[src/rtl/ipc_mbox_pkg.sv]
package ipc_mbox_pkg;
    localparam int DATA_W = 32;
    localparam int ADDR_W = 9;
    localparam logic [ADDR_W-1:0] OFS_REV   = 9'h000;
    localparam logic [ADDR_W-1:0] OFS_CFG   = 9'h010;
    localparam logic [ADDR_W-1:0] OFS_RSTAT = 9'h014;
    localparam logic [ADDR_W-1:0] OFS_MSG   = 9'h040;
    localparam logic [ADDR_W-1:0] OFS_FULL  = 9'h080;
    localparam logic [ADDR_W-1:0] OFS_CNT   = 9'h0C0;
    localparam logic [ADDR_W-1:0] OFS_IRQ   = 9'h100;
    localparam int CFG_SRST_BIT = 1;
endpackage

[src/rtl/mbx_fifo.sv]
module mbx_fifo #(
    parameter int DEPTH = 4,
    parameter int DW    = 32,
    localparam int PW   = (DEPTH > 1) ? $clog2(DEPTH) : 1,
    localparam int CW   = $clog2(DEPTH + 1)
) (
    input  logic          clk,
    input  logic          rst_n,
    input  logic          clr,
    input  logic          push,
    input  logic          pop,
    input  logic [DW-1:0] din,
    output logic [DW-1:0] head,
    output logic [CW-1:0] count,
    output logic          full,
    output logic          empty
);
    typedef struct packed {
        logic [DEPTH-1:0][DW-1:0] mem;
        logic [PW-1:0]            rp;
        logic [PW-1:0]            wp;
        logic [CW-1:0]            cnt;
    } fifo_st_t;

    fifo_st_t st_d, st_q;
    logic     do_push, do_pop;

    assign count = st_q.cnt;
    assign full  = (st_q.cnt == CW'(DEPTH));
    assign empty = (st_q.cnt == '0);
    assign head  = st_q.mem[st_q.rp];

    function automatic logic [PW-1:0] bump(input logic [PW-1:0] p);
        return (p == PW'(DEPTH - 1)) ? '0 : p + 1'b1;
    endfunction

    always_comb begin
        st_d    = st_q;
        do_push = push && !full;
        do_pop  = pop && !empty;
        if (do_push) begin
            st_d.mem[st_q.wp] = din;
            st_d.wp           = bump(st_q.wp);
        end
        if (do_pop) begin
            st_d.rp = bump(st_q.rp);
        end
        case ({do_push, do_pop})
            2'b10:   st_d.cnt = st_q.cnt + 1'b1;
            2'b01:   st_d.cnt = st_q.cnt - 1'b1;
            default: st_d.cnt = st_q.cnt;
        endcase
        if (clr) begin
            st_d = '0;
        end
    end

    always_ff @(posedge clk or negedge rst_n) begin
        if (!rst_n) st_q <= '0;
        else        st_q <= st_d;
    end

    a_r2_no_overflow: assert property (@(posedge clk) disable iff (!rst_n)
        count <= CW'(DEPTH));
    a_r2_full_write_dropped: assert property (@(posedge clk) disable iff (!rst_n)
        (push && full && !pop && !clr) |=> (count == $past(count)));
    a_r3_empty_read_kept: assert property (@(posedge clk) disable iff (!rst_n)
        (pop && empty && !push && !clr) |=> (count == '0));
    a_r8_clear_empties: assert property (@(posedge clk) disable iff (!rst_n)
        clr |=> empty);
endmodule

[src/rtl/ipc_mailbox.sv]
module ipc_mailbox
    import ipc_mbox_pkg::*;
#(
    parameter int NQ        = 4,
    parameter int NUSR      = 2,
    parameter int DEPTH     = 4,
    parameter int RST_CYC   = 3,
    parameter int REV_MAJOR = 2,
    parameter int REV_MINOR = 0,
    localparam int SW       = 2 * NQ,
    localparam int CW       = $clog2(DEPTH + 1),
    localparam int RCW      = $clog2(RST_CYC + 1)
) (
    input  logic              clk,
    input  logic              rst_n,
    input  logic              req_valid,
    input  logic              req_write,
    input  logic [ADDR_W-1:0] req_addr,
    input  logic [DATA_W-1:0] req_wdata,
    output logic [DATA_W-1:0] rsp_rdata,
    output logic [NUSR-1:0]   irq
);
    typedef struct packed {
        logic [NUSR-1:0][SW-1:0] sts;
        logic [NUSR-1:0][SW-1:0] en;
        logic [DATA_W-1:0]       rdata;
        logic [RCW-1:0]          rcnt;
    } mbx_st_t;

    mbx_st_t st_d, st_q;

    logic                       busy, start, rd, wr;
    logic [NQ-1:0]              q_push, q_pop, q_full, q_empty;
    logic [NQ-1:0][DATA_W-1:0]  q_head;
    logic [NQ-1:0][CW-1:0]      q_cnt;
    logic [SW-1:0]              evt;
    logic [DATA_W-1:0]          rd_val;

    assign busy      = (st_q.rcnt != '0);
    assign rd        = req_valid && !req_write;
    assign wr        = req_valid && req_write;
    assign rsp_rdata = st_q.rdata;

    for (genvar g = 0; g < NQ; g++) begin : g_q
        mbx_fifo #(.DEPTH(DEPTH), .DW(DATA_W)) u_fifo (
            .clk   (clk),
            .rst_n (rst_n),
            .clr   (busy),
            .push  (q_push[g]),
            .pop   (q_pop[g]),
            .din   (req_wdata),
            .head  (q_head[g]),
            .count (q_cnt[g]),
            .full  (q_full[g]),
            .empty (q_empty[g])
        );
    end

    always_comb begin
        st_d   = st_q;
        q_push = '0;
        q_pop  = '0;
        evt    = '0;
        rd_val = '0;
        start  = 1'b0;
        if (req_addr == OFS_REV) rd_val = DATA_W'({4'(REV_MAJOR), 4'(REV_MINOR)});
        if (req_addr == OFS_CFG) begin
            rd_val = DATA_W'({busy, 1'b0});
            start  = wr && req_wdata[CFG_SRST_BIT] && !busy;
        end
        if (req_addr == OFS_RSTAT) rd_val = DATA_W'(!busy);
        for (int m = 0; m < NQ; m++) begin
            if (req_addr == OFS_MSG + ADDR_W'(4 * m)) begin
                rd_val    = q_empty[m] ? '0 : q_head[m];
                q_push[m] = wr;
                q_pop[m]  = rd;
            end
            if (req_addr == OFS_FULL + ADDR_W'(4 * m)) rd_val = DATA_W'(q_full[m]);
            if (req_addr == OFS_CNT + ADDR_W'(4 * m))  rd_val = DATA_W'(q_cnt[m]);
            evt[2*m]   = q_push[m] && !q_full[m];
            evt[2*m+1] = q_pop[m] && q_full[m];
        end
        for (int u = 0; u < NUSR; u++) begin
            if (req_addr == OFS_IRQ + ADDR_W'(8 * u)) begin
                rd_val = DATA_W'(st_q.sts[u]);
                if (wr) st_d.sts[u] = st_q.sts[u] & ~req_wdata[SW-1:0];
            end
            if (req_addr == OFS_IRQ + ADDR_W'(8 * u + 4)) begin
                rd_val = DATA_W'(st_q.en[u]);
                if (wr) st_d.en[u] = req_wdata[SW-1:0];
            end
            st_d.sts[u] = st_d.sts[u] | evt;
        end
        if (rd) st_d.rdata = rd_val;
        if (busy)       st_d.rcnt = st_q.rcnt - 1'b1;
        else if (start) st_d.rcnt = RCW'(RST_CYC);
        if (busy || start) begin
            st_d.sts = '0;
            st_d.en  = '0;
        end
    end

    always_ff @(posedge clk or negedge rst_n) begin
        if (!rst_n) st_q <= '0;
        else        st_q <= st_d;
    end

    always_comb begin
        for (int u = 0; u < NUSR; u++) irq[u] = |(st_q.sts[u] & st_q.en[u]);
    end

    for (genvar gu = 0; gu < NUSR; gu++) begin : g_chk_u
        for (genvar gm = 0; gm < NQ; gm++) begin : g_chk_q
            a_r4_new_msg_flag: assert property (@(posedge clk) disable iff (!rst_n)
                (!busy && q_push[gm] && !q_full[gm]) |=> st_q.sts[gu][2*gm]);
            a_r5_not_full_flag: assert property (@(posedge clk) disable iff (!rst_n)
                (!busy && q_pop[gm] && q_full[gm]) |=> st_q.sts[gu][2*gm+1]);
        end
    end
    a_r8_reset_clears_irq: assert property (@(posedge clk) disable iff (!rst_n)
        busy |=> (irq == '0));
    a_r10_rdata_hold: assert property (@(posedge clk) disable iff (!rst_n)
        !rd |=> $stable(rsp_rdata));
endmodule

[config.mk]
export PLATFORM = sky130hd
export DESIGN_NAME = ipc_mailbox
export DESIGN_NICKNAME = d
export VERILOG_FILES = /design/src/rtl/ipc_mbox_pkg.sv /design/src/rtl/mbx_fifo.sv /design/src/rtl/ipc_mailbox.sv
export SDC_FILE = /design/constraint.sdc
export NUM_CORES = 1
export LEC_CHECK = 0
export CELL_PAD_IN_SITES_DETAIL_PLACEMENT = 0
export CELL_PAD_IN_SITES_GLOBAL_PLACEMENT = 2
export CORE_MARGIN = 5
export CORE_UTILIZATION = 30
export DETAILED_ROUTE_END_ITERATION = 12
export DONT_BUFFER_PORTS = 1
export PLACE_DENSITY = 0.59
export SLEW_MARGIN = 20
export SYNTH_ARGS = -nofsm -noshare
export SYNTH_HDL_FRONTEND = slang
export SYNTH_SLANG_ARGS = --single-unit
[constraint.sdc]
create_clock -name clk -period 4.84 [get_ports clk]
set_clock_uncertainty 0.1 [all_clocks]
set_input_delay 0.968 -clock clk [delete_from_list [all_inputs] [get_ports clk]]
set_output_delay 0.968 -clock clk [all_outputs]
set_load 0.02 [all_outputs]
==> flow_metrics.tcl <==
set metrics [dict create \
    status "complete, no violations" \
    dieArea_um2 106100 \
    synth.most_common_cell "nand2_1" \
    drv_slew 0 \
    syn_to_final_growth_pct 10.36 \
    placed_area_um2 30270 \
    routed_wl_um 111100 \
    synth_cell_types 67 \
    wire_per_inst_um 25.95 \
    fin_nets 3009 \
    hold_path_class "in -> async" \
    crit_fanout 25 \
    total_power_w 0.01215 \
    hold_buffers 0 \
    cts.clk_slew.worst_paths_ps 60 \
    ir_drop_v 0.0003445 \
    die_w_um 325.7 \
    antenna_cells 0 \
    tns_ps 0 \
    cts_tree "yes" \
    p_sw_frac 0.2721 \
    syn_nets 3230 \
    synth-main-ff-cell "dfrtp_1" \
    p_comb_frac 0.090 \
    grt_overflow_total 0 \
    worst_pin_slew_ps 1179 \
    syn_area_um2 29900 \
    maxCapViolCount 0 \
    synth_seq_cells 606 \
    worst_setup_path_end_kind "flip-flop" \
    max_freq_ghz 0.3293 \
    final_cell_area_um2 33000 \
    cts.sinks 606 \
    die_h_um 325.7 \
    rsz0062_at_grt "false" \
    synthCells 3160 \
    first_iter_violations 2047 \
    grt_first_pass_wirelength_um 164300 \
    path_cells "or3_1 -> and4_2 -> buf_4 -> a22oi_1 -> nand4_1 -> a222oi_1 -> o21ai_1" \
    root_buffer "clkbuf_16" \
    cts_max_level 3 \
    cts.path.max_buffers 3 \
    row_count 115 \
    synth_area_leaders "dfrtp_1 (51%), nand2_1 (13%), mux4_2 (9.6%), a21oi_1 (9.3%), clkbuf_1 (2.1%)" \
    fin_hold_ws_ps 94.17 \
    clk_latency_ps 630 \
    synth_top_area_frac 0.5071 \
    postRouteAntennaNets 0 \
    drtPass1Iterations 8 \
    finalHoldViolCount 0 \
    cts_resized 0 \
    cts_buffers 75 \
    grt_max_degree 607 \
    start_util 0.3030 \
    internal_power_w 0.008847 \
    post_cts_buffers 0 \
    gp_congestion 0.8124 \
    start_kind "flip-flop" \
    grt.total_usage 0.2061 \
    worst_path_max_delay_cell "a22oi_1" \
    setup_viol 0 \
    ys_warn_count 0 \
    fin_util 0.3344 \
    dp_hpwl_um 65100 \
    power_frac_seq 0.419 \
    ios 79 \
    power_leakage_nw 12.56 \
    synth-edff-count 0 \
    total_switching_power_w 0.003308 \
    antenna_found_initial 2 \
    synth_common_cells "nand2_1 (1073), dfrtp_1 (606), a21oi_1 (554), clkbuf_1 (167), mux4_2 (128)" \
    clkPwrFrac 0.491 \
    min_period_over_period 0.6274 \
    crit_type "reg -> reg" \
    via_per_inst 5.348 \
    core_um2 98710 \
    fin_crit_ps 3037 \
    synth_area_leader_cell "dfrtp_1" \
    cp.required_ps 5240 \
    power_density_nw_per_um2 368.3 \
    slew_headroom 0.2080 \
    grt_pass1_vias 22909 \
    portBuffers 0 \
    cp_slowest_stage_delay_ps 490 \
    ys_seq_area_frac 0.5071 \
    vias 22898 \
    syn_avg_cell_area_um2 9.464 \
    drc 0 \
    ys_async_sr_fraction 1.000 \
    drive_gt1_frac 0.1392 \
    cp.arrival_ps 3440 \
]
## worst paths after layout
kind	slack [ps]	startpoint	cells after the start	end
min	90	rst_n	1	g_q[0].u_fifo.st_q[78]
max reg2reg	1800	g_q[1].u_fifo.count[1]	7	rsp_rdata[7]
min in group clk	360	req_wdata[23]	2	g_q[2].u_fifo.st_q[126]
max in group asynchronous	2980	rst_n	2	g_q[2].u_fifo.st_q[85]
max	1800	g_q[1].u_fifo.count[1]	7	rsp_rdata[7]
min reg2reg	370	st_q[0]	1	st_q[0]
## cell type report
cell class	count	area, um^2
sequential	606	15170
fill	10035	65700
tap	1287	1610
clock buffer	107	2210
clock inverter	26	390.4
inverter	14	60.06
multi-input combinational	2198	13050
timing repair buffer	44	510.5
## flip-flops by register name, summed over array words and instances (netlist names)
name              flops
g_q.u_fifo.count     12
st_q                 34
rsp_rdata            32
g_q.u_fifo.st_q     528
## cell usage in the layout (no fill, tap or decap), drive strengths merged, types with 5 or more instances in the layout
master  netlist  final
mux4        128    128
nand4        10     10
buf         175     44
o21ai        32     32
nand2      1103   1103
nor2b         5      5
clkbuf      167    107
clkinv        0     10
a22oi        61     61
nor4          8      8
and3          5      5
a22o         16     16
inv          14     19
or3           8      8
nor3b         5      5
nor2         54     54
a21o         27     27
nand3        18     18
mux2i        13     13
o211ai        5      5
bufinv        0      9
nor3         17     17
dfrtp       606    606
a21oi       584    584
ha           21     21
and2         18     18
## routing by layer
metal,part of all wire,GRT usage,vias to the layer above
li1,-,-,10249
met1,0.42,0.2731,11700
met2,0.48,0.3411,780
met3,0.065,0.04518,169
met4,0.032,0.06044,0
met5,0,0,-
## power groups by stage
stage	Clock (W)	Sequential [W]	Combinational, W
floorplan	0	0.00518	0.000768
global placement	0	0.00518	0.000984
detailed placement	0	0.00518	0.000983
CTS	0.00614	0.00509	0.000983
global route	0.00632	0.00509	0.00120
finish	0.00597	0.00509	0.00109
## cells by family (layout without fill, tap and decap cells)
family,count (synthesis),after routing,synth area share
AOI/OAI and AO/OA,754,754,0.1430
xor gates and xnor gates,6,6,0.001758
adders and majority gates,25,25,0.01146
buffers and inverters,356,191,0.05991
DFF,606,606,0.5071
muxes,141,141,0.1007
and+or+nand+nor,1272,1272,0.1760
## worst max-delay path, delay by kind of cell, from the launching register on
family	cells	cell delay, ps
compound gates	3	1000
buf+inv	1	320
flops	1	440
simple gates	3	1050
## per-stage QoR
step                std cells  worst slack, ps
floorplan                3160             1841
global placement         4144             1231
detailed placement       4144             1200
CTS                      4277             1829
global route             4282             1666
finish                   4282             1803
Power figures use the tool's default switching activity.
